`src/rtl/msk_deframer_pkg.sv`:
```
package msk_deframer_pkg;

    typedef enum logic [1:0] {
        ST_HUNT     = 2'd0,
        ST_PAYLOAD  = 2'd1,
        ST_CHECKSUM = 2'd2
    } rx_state_e;

    localparam int ADDR_W = 2;

    localparam logic [ADDR_W-1:0] ADR_MODE   = 2'd0;
    localparam logic [ADDR_W-1:0] ADR_TXCTL  = 2'd1;
    localparam logic [ADDR_W-1:0] ADR_STATUS = 2'd2;
    localparam logic [ADDR_W-1:0] ADR_RXDATA = 2'd3;

    localparam int MODE_EN_BIT    = 0;
    localparam int MODE_LEN_LSB   = 8;
    localparam int TXCTL_CRC_BIT  = 9;
    localparam int STAT_SYNC_BIT  = 0;
    localparam int STAT_READY_BIT = 1;
    localparam int STAT_OVR_BIT   = 2;
    localparam int RXD_CRC_BIT    = 8;

endpackage

```
`src/rtl/rx_sync_detect.sv`:
```
module rx_sync_detect #(
    parameter int                SYNC_W    = 16,
    parameter logic [SYNC_W-1:0] SYNC_WORD = 16'hE5B2
) (
    input  logic clk,
    input  logic rst_n,
    input  logic clr,
    input  logic stb,
    input  logic bit_in,
    output logic match
);
    localparam int HIST_W = SYNC_W - 1;

    logic [HIST_W-1:0] hist_q;
    logic [SYNC_W-1:0] window;

    assign window = {hist_q, bit_in};
    assign match  = stb && !clr && (window == SYNC_WORD);

    always_ff @(posedge clk) begin
        if (!rst_n) begin
            hist_q <= '0;
        end else if (clr) begin
            hist_q <= '0;
        end else if (stb) begin
            hist_q <= window[HIST_W-1:0];
        end
    end

endmodule

```
`src/rtl/rx_byte_assembler.sv`:
```
module rx_byte_assembler #(
    parameter int BYTE_W = 8
) (
    input  logic              clk,
    input  logic              rst_n,
    input  logic              clr,
    input  logic              stb,
    input  logic              bit_in,
    output logic              done,
    output logic [BYTE_W-1:0] value
);
    localparam int CNT_W = $clog2(BYTE_W);
    localparam logic [CNT_W-1:0] LAST_IDX = CNT_W'(BYTE_W - 1);

    logic [CNT_W-1:0]  cnt_q;
    logic [BYTE_W-2:0] sh_q;

    assign value = {sh_q, bit_in};
    assign done  = stb && !clr && (cnt_q == LAST_IDX);

    always_ff @(posedge clk) begin
        if (!rst_n) begin
            cnt_q <= '0;
            sh_q  <= '0;
        end else if (clr) begin
            cnt_q <= '0;
            sh_q  <= '0;
        end else if (stb) begin
            sh_q  <= value[BYTE_W-2:0];
            cnt_q <= done ? '0 : cnt_q + CNT_W'(1);
        end
    end

endmodule

```
`src/rtl/rx_crc_serial.sv`:
```
module rx_crc_serial #(
    parameter int             CRC_W    = 16,
    parameter logic [CRC_W-1:0] CRC_POLY = 16'h1021,
    parameter logic [CRC_W-1:0] CRC_INIT = 16'hFFFF
) (
    input  logic             clk,
    input  logic             rst_n,
    input  logic             init,
    input  logic             stb,
    input  logic             bit_in,
    output logic [CRC_W-1:0] crc_next
);
    logic [CRC_W-1:0] crc_q;
    logic             feedback;

    assign feedback = crc_q[CRC_W-1] ^ bit_in;
    assign crc_next = {crc_q[CRC_W-2:0], 1'b0} ^ (feedback ? CRC_POLY : '0);

    always_ff @(posedge clk) begin
        if (!rst_n) begin
            crc_q <= CRC_INIT;
        end else if (init) begin
            crc_q <= CRC_INIT;
        end else if (stb) begin
            crc_q <= crc_next;
        end
    end

endmodule

```
`src/rtl/msk_rx_deframer.sv`:
```
module msk_rx_deframer
    import msk_deframer_pkg::*;
#(
    parameter int                SYNC_W    = 16,
    parameter logic [SYNC_W-1:0] SYNC_WORD = 16'hE5B2,
    parameter int                BYTE_W    = 8,
    parameter int                REG_W     = 16,
    parameter int                CRC_W     = 16,
    parameter logic [CRC_W-1:0]  CRC_POLY  = 16'h1021,
    parameter logic [CRC_W-1:0]  CRC_INIT  = 16'hFFFF
) (
    input  logic              clk,
    input  logic              rst_n,
    input  logic              bit_stb,
    input  logic              rx_bit,
    input  logic              wr_stb,
    input  logic [1:0]        wr_addr,
    input  logic [REG_W-1:0]  wr_data,
    input  logic              rd_stb,
    input  logic [1:0]        rd_addr,
    output logic [REG_W-1:0]  rd_data,
    output logic              irq
);
    localparam int LEN_W = REG_W - MODE_LEN_LSB;
    localparam logic [LEN_W-1:0] LEN_ONE = LEN_W'(1);

    rx_state_e state_q, state_d;

    logic [REG_W-1:0]  mode_q;
    logic [REG_W-1:0]  txctl_q;
    logic              sync_flag_q;
    logic              rx_ready_q;
    logic              overrun_q;
    logic [BYTE_W-1:0] rx_byte_q;
    logic              rx_crc_ok_q;
    logic [LEN_W-1:0]  byte_cnt_q;

    logic              rx_en;
    logic              crc_en;
    logic [LEN_W-1:0]  frame_len;
    logic              in_hunt;
    logic              sync_hit;
    logic              byte_done;
    logic [BYTE_W-1:0] byte_val;
    logic [CRC_W-1:0]  crc_next;
    logic              last_payload;
    logic              last_check;
    logic              wr_mode, wr_txctl, rd_status, rd_rxdata;

    assign rx_en     = mode_q[MODE_EN_BIT];
    assign frame_len = mode_q[MODE_LEN_LSB +: LEN_W];
    assign crc_en    = txctl_q[TXCTL_CRC_BIT];
    assign in_hunt   = (state_q == ST_HUNT);

    assign wr_mode   = wr_stb && (wr_addr == ADR_MODE);
    assign wr_txctl  = wr_stb && (wr_addr == ADR_TXCTL);
    assign rd_status = rd_stb && (rd_addr == ADR_STATUS);
    assign rd_rxdata = rd_stb && (rd_addr == ADR_RXDATA);

    rx_sync_detect #(
        .SYNC_W    (SYNC_W),
        .SYNC_WORD (SYNC_WORD)
    ) u_sync (
        .clk    (clk),
        .rst_n  (rst_n),
        .clr    (!in_hunt || !rx_en),
        .stb    (bit_stb),
        .bit_in (rx_bit),
        .match  (sync_hit)
    );

    rx_byte_assembler #(
        .BYTE_W (BYTE_W)
    ) u_bytes (
        .clk    (clk),
        .rst_n  (rst_n),
        .clr    (in_hunt || !rx_en),
        .stb    (bit_stb),
        .bit_in (rx_bit),
        .done   (byte_done),
        .value  (byte_val)
    );

    rx_crc_serial #(
        .CRC_W    (CRC_W),
        .CRC_POLY (CRC_POLY),
        .CRC_INIT (CRC_INIT)
    ) u_crc (
        .clk      (clk),
        .rst_n    (rst_n),
        .init     (in_hunt),
        .stb      (bit_stb && rx_en),
        .bit_in   (rx_bit),
        .crc_next (crc_next)
    );

    assign last_payload = (byte_cnt_q == frame_len - LEN_ONE);
    assign last_check   = (byte_cnt_q == LEN_ONE);

    // Next-state logic
    always_comb begin
        state_d = state_q;
        unique case (state_q)
            ST_HUNT: begin
                if (sync_hit) state_d = ST_PAYLOAD;
            end
            ST_PAYLOAD: begin
                if (byte_done && last_payload)
                    state_d = crc_en ? ST_CHECKSUM : ST_HUNT;
            end
            ST_CHECKSUM: begin
                if (byte_done && last_check) state_d = ST_HUNT;
            end
            default: state_d = ST_HUNT;
        endcase
        if (!rx_en) state_d = ST_HUNT;
    end

    // State register
    always_ff @(posedge clk) begin
        if (!rst_n) state_q <= ST_HUNT;
        else        state_q <= state_d;
    end

    // Output and register process
    always_ff @(posedge clk) begin
        if (!rst_n) begin
            mode_q      <= '0;
            txctl_q     <= '0;
            sync_flag_q <= 1'b0;
            rx_ready_q  <= 1'b0;
            overrun_q   <= 1'b0;
            rx_byte_q   <= '0;
            rx_crc_ok_q <= 1'b0;
            byte_cnt_q  <= '0;
        end else begin
            if (wr_mode)  mode_q  <= wr_data;
            if (wr_txctl) txctl_q <= wr_data;

            if (sync_hit)                 sync_flag_q <= 1'b1;
            else if (!rx_en || rd_status) sync_flag_q <= 1'b0;

            if (byte_done)      rx_ready_q <= 1'b1;
            else if (rd_rxdata) rx_ready_q <= 1'b0;

            if (byte_done && rx_ready_q && !rd_rxdata) overrun_q <= 1'b1;
            else if (rd_status)                        overrun_q <= 1'b0;

            if (byte_done) begin
                rx_byte_q   <= byte_val;
                rx_crc_ok_q <= (state_q == ST_CHECKSUM) && last_check &&
                               (crc_next == '0);
            end

            if (state_d != state_q || in_hunt) begin
                byte_cnt_q <= '0;
            end else if (byte_done) begin
                byte_cnt_q <= byte_cnt_q + LEN_ONE;
            end
        end
    end

    // Host read mux
    always_comb begin
        rd_data = '0;
        unique case (rd_addr)
            ADR_MODE:   rd_data = mode_q;
            ADR_TXCTL:  rd_data = txctl_q;
            ADR_STATUS: begin
                rd_data[STAT_SYNC_BIT]  = sync_flag_q;
                rd_data[STAT_READY_BIT] = rx_ready_q;
                rd_data[STAT_OVR_BIT]   = overrun_q;
            end
            ADR_RXDATA: begin
                rd_data[BYTE_W-1:0]  = rx_byte_q;
                rd_data[RXD_CRC_BIT] = rx_crc_ok_q;
            end
            default: rd_data = '0;
        endcase
    end

    assign irq = rx_ready_q;

    AST_SYNC_ENTERS_PAYLOAD: assert property (@(posedge clk) disable iff (!rst_n)
        $rose(sync_flag_q) |-> (state_q == ST_PAYLOAD));
    AST_READY_FROM_FRAME: assert property (@(posedge clk) disable iff (!rst_n)
        $rose(rx_ready_q) |-> ($past(state_q) != ST_HUNT));
    AST_CRC_OK_AT_CHECKSUM: assert property (@(posedge clk) disable iff (!rst_n)
        $rose(rx_crc_ok_q) |-> ($past(state_q) == ST_CHECKSUM));
    AST_OVERRUN_NEEDS_READY: assert property (@(posedge clk) disable iff (!rst_n)
        $rose(overrun_q) |-> $past(rx_ready_q));
    AST_DISABLE_HUNTS: assert property (@(posedge clk) disable iff (!rst_n)
        !rx_en |=> (state_q == ST_HUNT));

endmodule

```
`config.mk`:
```
export PLATFORM = sky130hd
export DESIGN_NAME = msk_rx_deframer
export DESIGN_NICKNAME = d
export VERILOG_FILES = /design/src/rtl/msk_deframer_pkg.sv /design/src/rtl/rx_sync_detect.sv /design/src/rtl/rx_byte_assembler.sv /design/src/rtl/rx_crc_serial.sv /design/src/rtl/msk_rx_deframer.sv
export SDC_FILE = /design/constraint.sdc
export NUM_CORES = 1
export LEC_CHECK = 0
export CAP_MARGIN = 20
export CORE_MARGIN = 5
export CORE_UTILIZATION = 57
export DETAILED_ROUTE_END_ITERATION = 10
export PLACE_DENSITY = 0.89
export SLEW_MARGIN = 10
export SYNTH_ARGS = -nofsm -noshare
export SYNTH_HDL_FRONTEND = slang
export SYNTH_SLANG_ARGS = --single-unit
```
`constraint.sdc`:
```
create_clock -name clk -period 2.3 [get_ports clk]
set_input_delay 0.345 -clock clk [delete_from_list [all_inputs] [get_ports clk]]
set_output_delay 0.345 -clock clk [all_outputs]
set_load 0.01 [all_outputs]
```
==> results of run 1 <==
## logic make-up (layout without fill, tap and decap cells)
family / Yosys count / count (layout) / share of synthesized area
simple gates: 238 / 238 / 0.2432
flops: 95 / 95 / 0.4365
compound gates: 89 / 89 / 0.1376
buf+inv: 40 / 86 / 0.03820
mux: 38 / 38 / 0.09592
xor+xnor: 17 / 17 / 0.03418
fa+ha+maj: 5 / 5 / 0.01436
## tightest hold or removal path, cell delays in order, from the launching register on
cell	delay [ns]
dfxtp_1	0.32
nand2_1	0.05
a21boi_0	0.06
## power by group through the flow
stage	registers, mW	logic [mW]	clock network, mW
3_3_place_gp	1.72	0.240	0
3_5_place_dp	1.72	0.247	0
5_1_grt	1.68	0.275	1.12
6_report	1.68	0.253	1.01
2_1_floorplan	1.71	0.151	0
4_1_cts	1.68	0.250	1.04
## stage by stage
| stage | setup TNS, ns | power [mW] | instance area [um^2] | util |
|---|---|---|---|---|
| final | 0 | 2.940 | 5117 | 0.6981 |
| after detailed placement | -0.3260 | 1.965 | 4918 | 0.6709 |
| after global placement | -0.08573 | 1.957 | 4918 | 0.6709 |
| after floorplan | 0 | 1.860 | 4357 | - |
| after global routing | 0 | 3.075 | 5117 | 0.6981 |
| after CTS | 0 | 2.967 | 5095 | 0.6950 |
## timing repair
action	CTS	global route
pin swaps	0	0
gates resized for setup	7	10
hold endpoints to repair	0	0
setup endpoints to repair	9	19
## per-layer routing
layer  wire (um)  share of wire  vias to the layer above  global-route usage
met5           0              0                        -                   0
met1        4284           0.44                     1798              0.2626
li1            -              -                     1860                   -
met2        4837           0.49                      113              0.3569
met4         129          0.013                        0             0.06070
met3         583          0.059                       19             0.05815
## flip-flops by register name (all words and copies together) (netlist names), 2 cells and up
signal,flops
mode_q,16
txctl_q,16
u_crc.crc_q,16
u_sync.hist_q,15
byte_cnt_q,8
rx_byte_q,8
u_bytes.sh_q,7
u_bytes.cnt_q,3
state_q,2
## cell usage after synthesis, types with 3 or more instances
library cell  instances  area share
o21ai_0              10       0.011
ha_1                  5       0.014
buf_2                 4      0.0046
nand4_1               5      0.0072
o31ai_1               3      0.0052
nor2b_1               4      0.0057
nand3_1              21       0.024
xnor2_1              13       0.026
a31oi_1               3      0.0043
o211ai_1              4      0.0069
clkbuf_1             25       0.022
a21boi_0             40       0.069
mux4_2                3       0.016
inv_1                 7      0.0060
nor3b_1               3      0.0052
nand2_1             134        0.12
nor2_1               39       0.034
dfxtp_1              95        0.44
a21oi_1              21       0.024
and2_1                3      0.0043
nand3b_1              3      0.0052
xor2_1                4      0.0080
nand2b_1              5      0.0072
o2111ai_1             3      0.0060
mux2i_1              35       0.080
nor4_1                7       0.010
## worst paths after layout
kind,to,from,depth (start not counted),slack (ns)
setup reg to reg,byte_cnt_q[6],mode_q[8],8,0.11
hold / removal,txctl_q[14],txctl_q[14],2,0.47
setup / recovery,rd_data[9],rd_addr[0],6,0.08
hold reg to reg,txctl_q[14],txctl_q[14],2,0.47
## final cells by class
type / count / area (um^2)
Multi-Input combinational cell: 387 / 2291
Clock inverter: 6 / 50.05
Fill cell: 559 / 2213
Inverter: 7 / 26.28
Timing Repair Buffer: 63 / 594.3
Clock buffer: 10 / 127.6
Tap cell: 99 / 123.9
Sequential cell: 95 / 1904
## cell usage in the layout (no fill, tap or decap), drive strengths merged, types with 3 or more instances in the layout
cell type / count
o211ai: 4
dlymetal6s2s: 6
and2: 3
o2111ai: 3
mux2i: 35
clkbuf: 10
mux4: 3
nand2b: 5
xnor2: 13
nand2: 134
buf: 21
nor3b: 3
dfxtp: 95
clkdlybuf4s50: 31
inv: 11
o31ai: 3
nor2b: 4
ha: 5
xor2: 4
a21oi: 22
a31oi: 3
dlygate4sd2: 5
a21boi: 40
o21ai: 10
nand4: 5
nor4: 7
nand3b: 3
nand3: 21
nor2: 39
==> key figures, run 1 <==
Clock network
  – Clk sinks: 95
  – CTS buffer count: 9
  – Clock Tree Buf Depth: 2
  – Clk_lat worst skew: around 0.36 ns
  – Post-CTS setup repair buffer count: 0
  – H-tree lvl count: 3
  – CTS root buf: clkbuf_8
  – Cts hold-fix bufs: 0
  – CTS clk-pin slew, worst paths: 0.09 ns
  – CTS tree: built

Finish
  – Diode count: 0
  – Area grow syn2layout: 17.46%
  – Post-layout nets: around 590
  – Layout cells sized above 1: 0.08275
  – Final cell count without fillers: between 600 and 700

Pwr
  – Clk pwr share: 0.343
  – Int Pwr: 2.200 mW
  – Peak supply drop: slightly above 500 uV
  – Sw frac: 0.2519
  – Net Switching: roughly 740 uW
  – Pwr/cell area: roughly 570 mW/mm^2
  – Logic pwr share: 0.086
  – Leakage: 2.044 nW
  – Sequential Power Share: 0.571

Critical path
  – Buf+Inv Stages, Crit Path: 4
  – Worst setup SP type: input pin
  – CP Class: input pin to output port
  – Top delay family on crit path: buffers and inverters
  – Crit path top cell by count: clkdlybuf4s50_1
  – Critical path required time: roughly 2.0 ns
  – Max incr delay on CP: 0.55 ns
  – Crit path DAT: between 1.5 and 2 ns
  – CP max-delay cell: clkdlybuf4s50_1
  – Critical-path cell list: clkdlybuf4s50_1, buf_4, buf_6, mux2i_1, nor2_1, clkdlybuf4s50_1
  – Worst Setup End Kind: output port
  – Crit Path Max Fanout: 7

Die
  – # rows: 31
  – Initial Util: 0.5943
  – Die height: 97.43 um
  – Die area: around 0.0095 mm^2
  – DIE WIDTH: about 97 um
  – Core Area: 0.007331 mm^2
  – I/O pin count: 43

Place
  – Input/output buffers: 42
  – Dpl ws: -0.07592 ns
  – HPWL Detailed: 6968 um
  – Routability cong.: around 0.86
  – Inst Count DP: roughly 650

Detailed routing
  – Number of detailed-route iterations in the first pass: 7
  – DRT antenna net count: 0
  – WL final: approximately 10000 um
  – DRC errors left: 0
  – Via density: about 5.7
  – Routed len/inst: 14.74 um
  – Via count: around 3800
  – Initial drt markers: approximately 280

Yosys
  – Seq/Total Area, Yosys: 0.4365
  – Avg Cell Area, Syn: between 8 and 9 um^2
  – Post-synth EDFFs: 0
  – #FFs+latches synth: 95
  – Post-Syn Nets: around 550
  – Post-synth ARST share: 0
  – Cells after Synth: 522
  – Yosys cell types: 44
  – Mapped Area: 0.004357 mm^2
  – Yosys warns: 0
  – Dominant synthesized flop cell: dfxtp_1

STA
  – Rel. slew slack: 0.6372
  – Tcrit/Tclk final: 0.9642
  – Fmax: roughly 0.45 GHz
  – Final Critical Period: 2.218 ns
  – RSZ-0062 raised after global routing: false
  – Tightest Pin Transition: 0.5429 ns
  – Finish-stage setup viols: 0
  – Final hold slack: 0.4701 ns
  – Clock skew: 0.01217 ns
  – Final slew viol count: 0
  – Final worst slack: ~0.08 ns
  – Hold Vio Cnt, Final: 0

GRT
  – Antenna violations before repair: 0
  – Largest net degree at the start of global routing: 47
  – Overall Global Routing Usage: 0.2110
  – Vias in the first global route: 3685
  – Total grt overflow: 0
  – First-pass GRT wire length: ~17000 um

Outcome
  – Status: finished, final reports clean

Worst hold path
  – Hold Crit Class: flip-flop to flip-flop

Job
  – Max_cap viols: 0
Note: power is estimated with default switching activity, not from simulation.
==> inputs of run 2 (changes only) <==
Settings changed: CORE_UTILIZATION 57 to 25, PLACE_DENSITY 0.89 to 0.5.
==> run 2 against run 1 <==
  * Routed wire length is 9.9% higher
  * Combinational power is 2% higher
  * Register-to-register slack better by 0.11 ns
  * Sequential share of layout area is 2.1 points lower
  * Clock skew is 0.0057 ns lower
  * Critical path type unchanged
  * Critical endpoint is now rd_data[2]
  * Largest cell class unchanged
==> key figures, run 2 (synthesized netlist as in run 1, its figures left out) <==
Outcome
  – Status: finished, final reports clean (unchanged)

STA
  – Hold Vio Cnt, Final: 0 (unchanged)
  – RSZ-0062 raised after global routing: false (unchanged)
  – Setup_tns: 0 ns (unchanged)
  – Final Critical Period: 2.187 ns (was 2.218 ns)
  – Tcrit/Tclk final: 0.9509 (was 0.9642)
  – Rel. slew slack: 0.6373 (was 0.6372)
  – Finish-stage setup viols: 0 (unchanged)
  – Tightest Pin Transition: 0.5426 ns (was 0.5429 ns)
  – Final slew viol count: 0 (unchanged)
  – Clock skew: 0.006450 ns (was 0.01217 ns)
  – Fmax: 0.4572 GHz (was 0.4509 GHz)

Clock network
  – Clk sinks: 95 (unchanged)
  – Clk_lat worst skew: 0.34 ns (was 0.36 ns)
  – CTS buffer count: 9 (unchanged)
  – CTS root buf: clkbuf_16 (was clkbuf_8)
  – CTS clk-pin slew, worst paths: 0.07 ns (was 0.09 ns)
  – Cts hold-fix bufs: 0 (unchanged)
  – CTS tree: built (unchanged)
  – Post-CTS setup repair buffer count: 0 (unchanged)
  – H-tree lvl count: 3 (unchanged)
  – Clock Tree Buf Depth: 2 (unchanged)

Critical path
  – Worst setup SP type: input pin (unchanged)
  – CP Class: input pin to output port (unchanged)
  – CP max-delay cell: clkdlybuf4s50_1 (unchanged)
  – Worst Setup End Kind: output port (unchanged)
  – Flop2flop setup slack: 0.22 ns (was 0.11 ns)
  – Critical-path cell list: clkdlybuf4s50_1, buf_4, mux4_2, clkdlybuf4s50_1 (was clkdlybuf4s50_1, buf_4, buf_6, mux2i_1, nor2_1, clkdlybuf4s50_1)
  – FF-to-FF Start: mode_q[8] (unchanged)
  – Critical path required time: 1.96 ns (about the same)
  – Crit Path Max Fanout: 17 (was 7)
  – Crit path DAT: 1.84 ns (was 1.87 ns)
  – Max incr delay on CP: 0.49 ns (was 0.55 ns)
  – Crit path top cell by count: clkdlybuf4s50_1 (unchanged)
  – Reg2reg path depth: 5 (was 8)
  – FF-to-FF End: byte_cnt_q[5] (was byte_cnt_q[6])

Pwr
  – Pwr/cell area: 649.0 mW/mm^2 (was 574.6 mW/mm^2)
  – Leakage: 1.992 nW (was 2.044 nW)
  – Peak supply drop: 370.6 uV (was 507.4 uV)
  – Total power: 3.518 mW (was 2.940 mW)

Finish
  – Area of the multi-input gates: 0.002295 mm^2 (was 0.002291 mm^2)
  – Post-layout nets: 597 (was 594)
  – Final instance area: 0.005421 mm^2 (was 0.005117 mm^2)
  – Diode count: 0 (unchanged)
  – Layout fillers: 1820 (was 559)
  – Most common cell after layout, fill and taps aside: nand2_1 (unchanged)
  – Regs by FF count: mode_q: 16 flops, txctl_q: 16 flops, u_crc.crc_q: 16 flops (unchanged)
  – Register area: 0.001903 mm^2 (was 0.001904 mm^2)
  – Final cell count without fillers: 796 (was 667)
  – Area grow syn2layout: 24.44% (was 17.46%)
  – Most frequent cells in the layout: nand2_1 (134), dfxtp_1 (94), a21boi_0 (40), clkdlybuf4s50_1 (40), nor2_1 (39) (was nand2_1 (134), dfxtp_1 (93), a21boi_0 (40))
  – Layout cells sized above 1: 0.08581 (was 0.08275)
  – Final Core Density: 0.3156 (was 0.6981)

Detailed routing
  – WL final: 10810 um (was 9834 um)
  – Via density: 4.681 (was 5.682)
  – Via count: 3726 (was 3790)
  – DRC errors left: 0 (unchanged)
  – Routed len/inst: 13.58 um (was 14.74 um)
  – DRT antenna net count: 0 (unchanged)
  – Number of detailed-route iterations in the first pass: 5 (was 7)
  – Initial drt markers: 211 (was 276)

Job
  – Max_cap viols: 0 (unchanged)

GRT
  – Overall Global Routing Usage: 0.1110 (was 0.2110)
  – Total grt overflow: 0 (unchanged)
  – First-pass GRT wire length: 18110 um (was 16880 um)
  – Largest net degree at the start of global routing: 29 (was 47)
  – Antenna violations before repair: 0 (unchanged)
  – Vias in the first global route: 3680 (was 3685)

Place
  – Inst Count DP: 780 (was 651)
  – Routability cong.: 0.7976 (was 0.8597)
  – Input/output buffers: 42 (unchanged)
  – Placed Area: 0.005104 mm^2 (was 0.004918 mm^2)
  – HPWL Detailed: 7987 um (was 6968 um)

Die
  – Die height: 142.0 um (was 97.43 um)
  – Die area: 0.02017 mm^2 (was 0.009492 mm^2)
  – Initial Util: 0.2536 (was 0.5943)
  – DIE WIDTH: 142.0 um (was 97.43 um)
  – I/O pin count: 43 (unchanged)
  – Core Area: 0.01718 mm^2 (was 0.007331 mm^2)
  – # rows: 48 (was 31)

Worst hold path
  – Hold path start: txctl_q[8] (was txctl_q[14])
  – Hold worst-path end: txctl_q[8] (was txctl_q[14])
  – Hold Crit Class: flip-flop to flip-flop (unchanged)
  – Worst hold stages: 2 (unchanged)
[run 2: final cells by class]
| cell class | count | share of cell area |
|---|---|---|
| clock inverters | 5 | 0.01500 |
| repair buffers | 66 | 0.1110 |
| clock buffers | 11 | 0.04293 |
| well taps | 225 | 0.05193 |
| inverters | 7 | 0.004847 |
| multi-input cells | 387 | 0.4233 |
| flip-flops and latches | 95 | 0.3510 |
[run 2: metal layers]
| layer | vias up | share of wire | global-route usage |
|---|---|---|---|
| met5 | - | 0 | 0 |
| met4 | 0 | 0.012 | 0.03434 |
| met3 | 9 | 0.050 | 0.03192 |
| met2 | 83 | 0.46 | 0.1821 |
| met1 | 1768 | 0.48 | 0.1414 |
| li1 | 1866 | - | - |
[run 2: worst max path at each step]
stage	from	end	slack, ns
final	rd_addr[1]	rd_data[2]	0.11
after global routing	rd_addr[1]	rd_data[2]	0.04
after CTS	rd_addr[1]	rd_data[3]	0.08
after detailed placement	rd_addr[0]	rd_data[4]	-0.10
after global placement	rd_addr[0]	rd_data[1]	-0.07
after floorplan	byte_cnt_q[0]	byte_cnt_q[1]	0.41
[run 2: per-stage QoR]
stage	hold slack, ns	worst slack (ns)
2_1_floorplan	0.4403	0.4121
3_3_place_gp	0.4489	-0.07003
3_5_place_dp	0.4567	-0.1027
4_1_cts	0.4658	0.07558
5_1_grt	0.4918	0.03584
6_report	0.4631	0.1129
[run 2: power breakdown]
group | switching, mW | total (mW) | leakage [nW] | internal, mW
combinational | 0.131 | 0.259 | 1.07 | 0.128
clock | 0.626 | 1.58 | 0.150 | 0.955
sequential | 0.0152 | 1.68 | 0.768 | 1.66
total | 0.772 | 3.52 | 1.99 | 2.75
[run 2: critical path, delay by kind of cell]
| family | cells | cell delay, ns |
|---|---|---|
| muxes | 1 | 0.32 |
| buffers and inverters | 3 | 1.18 |
[run 2: repair_timing]
item,CTS,global route
cloned,0,0
endpoints found under the setup margin,11,11
resized for setup,3,2
==> inputs of run 3 (changes only) <==
Settings changed: CORE_UTILIZATION 25 to 45, PLACE_DENSITY 0.5 to 0.74.
==> run 3 against run 2 <==
  * Core utilization rose by 23 points
  * Worst hold slack gained 0.0052 ns
  * Clock power fell by 30%
  * Non-clock buffer count decreased by 1
  * Count of clock-buffer cells in the layout is 1 lower
==> key figures, run 3 (synthesized netlist as in run 1, its figures left out) <==
Detailed routing
  – Initial drt markers: 163 (was 211)
  – Via count: 3684 (was 3726)
  – WL final: 9545 um (was 10810 um)
  – Via density: 5.240 (was 4.681)
  – DRC errors left: 0 (unchanged)
  – Routed len/inst: 13.58 um (about the same)
  – DRT antenna net count: 0 (unchanged)
  – Number of detailed-route iterations in the first pass: 4 (was 5)

Clock network
  – Clk_lat worst skew: 0.36 ns (was 0.34 ns)
  – CTS clk-pin slew, worst paths: 0.09 ns (was 0.07 ns)
  – Clock Tree Buf Depth: 2 (unchanged)
  – Clk sinks: 95 (unchanged)
  – H-tree lvl count: 3 (unchanged)
  – Post-CTS setup repair buffer count: 0 (unchanged)
  – CTS buffer count: 9 (unchanged)
  – CTS tree: built (unchanged)
  – CTS root buf: clkbuf_8 (was clkbuf_16)

Finish
  – Most common cell after layout, fill and taps aside: nand2_1 (unchanged)
  – Final cell count without fillers: 703 (was 796)
  – Layout fillers: 913 (was 1820)
  – Final instance area: 0.005214 mm^2 (was 0.005421 mm^2)
  – Most frequent cells in the layout: nand2_1 (134), dfxtp_1 (94), a21boi_0 (40) (was nand2_1 (134), dfxtp_1 (94), a21boi_0 (40), clkdlybuf4s50_1 (40), nor2_1 (39))
  – Area of the multi-input gates: 0.002298 mm^2 (was 0.002295 mm^2)
  – Post-layout nets: 596 (was 597)
  – Final Core Density: 0.5434 (was 0.3156)
  – Layout cells sized above 1: 0.08947 (was 0.08581)
  – Diode count: 0 (unchanged)
  – Regs by FF count: mode_q: 16 flops, txctl_q: 16 flops, u_crc.crc_q: 16 flops (unchanged)
  – Area grow syn2layout: 19.67% (was 24.44%)
  – Register area: 0.001903 mm^2 (unchanged)

Pwr
  – Total power: 3.043 mW (was 3.518 mW)
  – Peak supply drop: 426.6 uV (was 370.6 uV)
  – Leakage: 2.094 nW (was 1.992 nW)
  – Pwr/cell area: 583.6 mW/mm^2 (was 649.0 mW/mm^2)

Job
  – Max_cap viols: 0 (unchanged)

Critical path
  – Worst setup SP type: input pin (unchanged)
  – FF-to-FF Start: mode_q[9] (was mode_q[8])
  – Flop2flop setup slack: 0.27 ns (was 0.22 ns)
  – FF-to-FF End: byte_cnt_q[6] (was byte_cnt_q[5])
  – Worst Setup End Kind: output port (unchanged)
  – Critical path required time: 1.96 ns (about the same)
  – CP Class: input pin to output port (unchanged)
  – Crit Path Max Fanout: 9 (was 17)
  – Crit path DAT: 1.89 ns (was 1.84 ns)
  – Reg2reg path depth: 8 (was 5)

STA
  – Tightest Pin Transition: 0.5424 ns (was 0.5426 ns)
  – Fmax: 0.4470 GHz (was 0.4572 GHz)
  – Hold Vio Cnt, Final: 0 (unchanged)
  – Final hold slack: 0.4683 ns (was 0.4631 ns)
  – Final slew viol count: 0 (unchanged)
  – Finish-stage setup viols: 0 (unchanged)
  – Clock skew: 0.01352 ns (was 0.006450 ns)
  – Final Critical Period: 2.237 ns (was 2.187 ns)
  – Tcrit/Tclk final: 0.9726 (was 0.9509)
  – Rel. slew slack: 0.6375 (was 0.6373)

Die
  – I/O pin count: 43 (unchanged)
  – Initial Util: 0.4541 (was 0.2536)
  – Core Area: 0.009594 mm^2 (was 0.01718 mm^2)
  – # rows: 36 (was 48)
  – DIE WIDTH: 108.4 um (was 142.0 um)
  – Die area: 0.01175 mm^2 (was 0.02017 mm^2)
  – Die height: 108.4 um (was 142.0 um)

Place
  – Inst Count DP: 687 (was 780)
  – Input/output buffers: 42 (unchanged)
  – Placed Area: 0.004976 mm^2 (was 0.005104 mm^2)
  – Routability cong.: 0.8275 (was 0.7976)
  – HPWL Detailed: 7028 um (was 7987 um)

Worst hold path
  – Worst hold stages: 2 (unchanged)
  – Hold path start: txctl_q[6] (was txctl_q[8])
  – Hold worst-path end: txctl_q[6] (was txctl_q[8])
  – Hold Crit Class: flip-flop to flip-flop (unchanged)

GRT
  – Overall Global Routing Usage: 0.1706 (was 0.1110)
  – Grt met1 use: 0.2222 (was 0.1414)
  – Antenna violations before repair: 0 (unchanged)
  – Total grt overflow: 0 (unchanged)
  – Vias in the first global route: 3481 (was 3680)
  – Largest net degree at the start of global routing: 47 (was 29)
  – M3 GR Usage: 0.03940 (was 0.03192)
  – First-pass GRT wire length: 16190 um (was 18110 um)
  – Met2 GRT Util: 0.2842 (was 0.1821)
  – Top Usage Layer GRT: met2 (unchanged)

Outcome
  – Status: finished, final reports clean (unchanged)
==> run 3: changes by cell type in the layout (fill, tap and decap cells not counted), moves of 2 or more <==
cell,previous run,this run
clkbuf_1,2,0
mux2i_2,0,2
dlymetal6s2s_1,0,8
clkbuf_8,0,10
clkbuf_16,9,0
dlygate4sd2_1,2,5
mux2i_1,35,33
clkdlybuf4s50_1,40,29
==> run 3: through the flow <==
stage | setup slack (ns) | setup TNS (ns)
floorplan | 0.4121 | 0
global placement | -0.03255 | -0.1369
detailed placement | -0.06331 | -0.3324
CTS | 0.01275 | 0
global route | -0.007022 | -0.007022
finish | 0.06304 | 0
==> run 3: cell type report <==
class	instances	share of cell area
Clock buffer	10	0.02640
Clock inverter	6	0.01296
Inverter	7	0.005040
Multi-Input combinational cell	387	0.4408
Sequential cell	95	0.3650
Tap cell	133	0.03192
Timing Repair Buffer	65	0.1178
==> run 3: how the worst max path moves through the flow <==
| stage | start | endpoint | slack, ns |
|---|---|---|---|
| finish | rd_addr[0] | rd_data[9] | 0.06 |
| global route | rd_addr[0] | rd_data[9] | -0.007 |
| CTS | rd_addr[0] | rd_data[4] | 0.01 |
| detailed placement | rd_addr[0] | rd_data[4] | -0.06 |
| global placement | rd_addr[0] | rd_data[4] | -0.03 |
| floorplan | byte_cnt_q[0] | byte_cnt_q[1] | 0.41 |
==> run 3: routing by layer <==
| layer | share of wire | up-vias |
|---|---|---|
| met1 | 0.48 | 1724 |
| li1 | - | 1866 |
| met2 | 0.47 | 85 |
| met4 | 0.010 | 0 |
| met5 | 0 | - |
| met3 | 0.044 | 9 |
==> run 3: critical path, stage by stage <==
cell and delay (ns):
clkdlybuf4s50_1 0.48, buf_4 0.15, buf_8 0.15, mux2i_2 0.22
nor2_1 0.06, clkdlybuf4s50_1 0.47
==> run 3: repair_timing <==
item                       CTS  global route
gates resized for setup      7            13
hold buffers                 0             0
setup endpoints to repair   10            19
==> run 3: report_power, final <==
part / leakage, nW / internal, mW / switching (mW)
Combinational: 1.23 / 0.130 / 0.123
Clock: 0.0989 / 0.536 / 0.574
Sequential: 0.768 / 1.66 / 0.0178
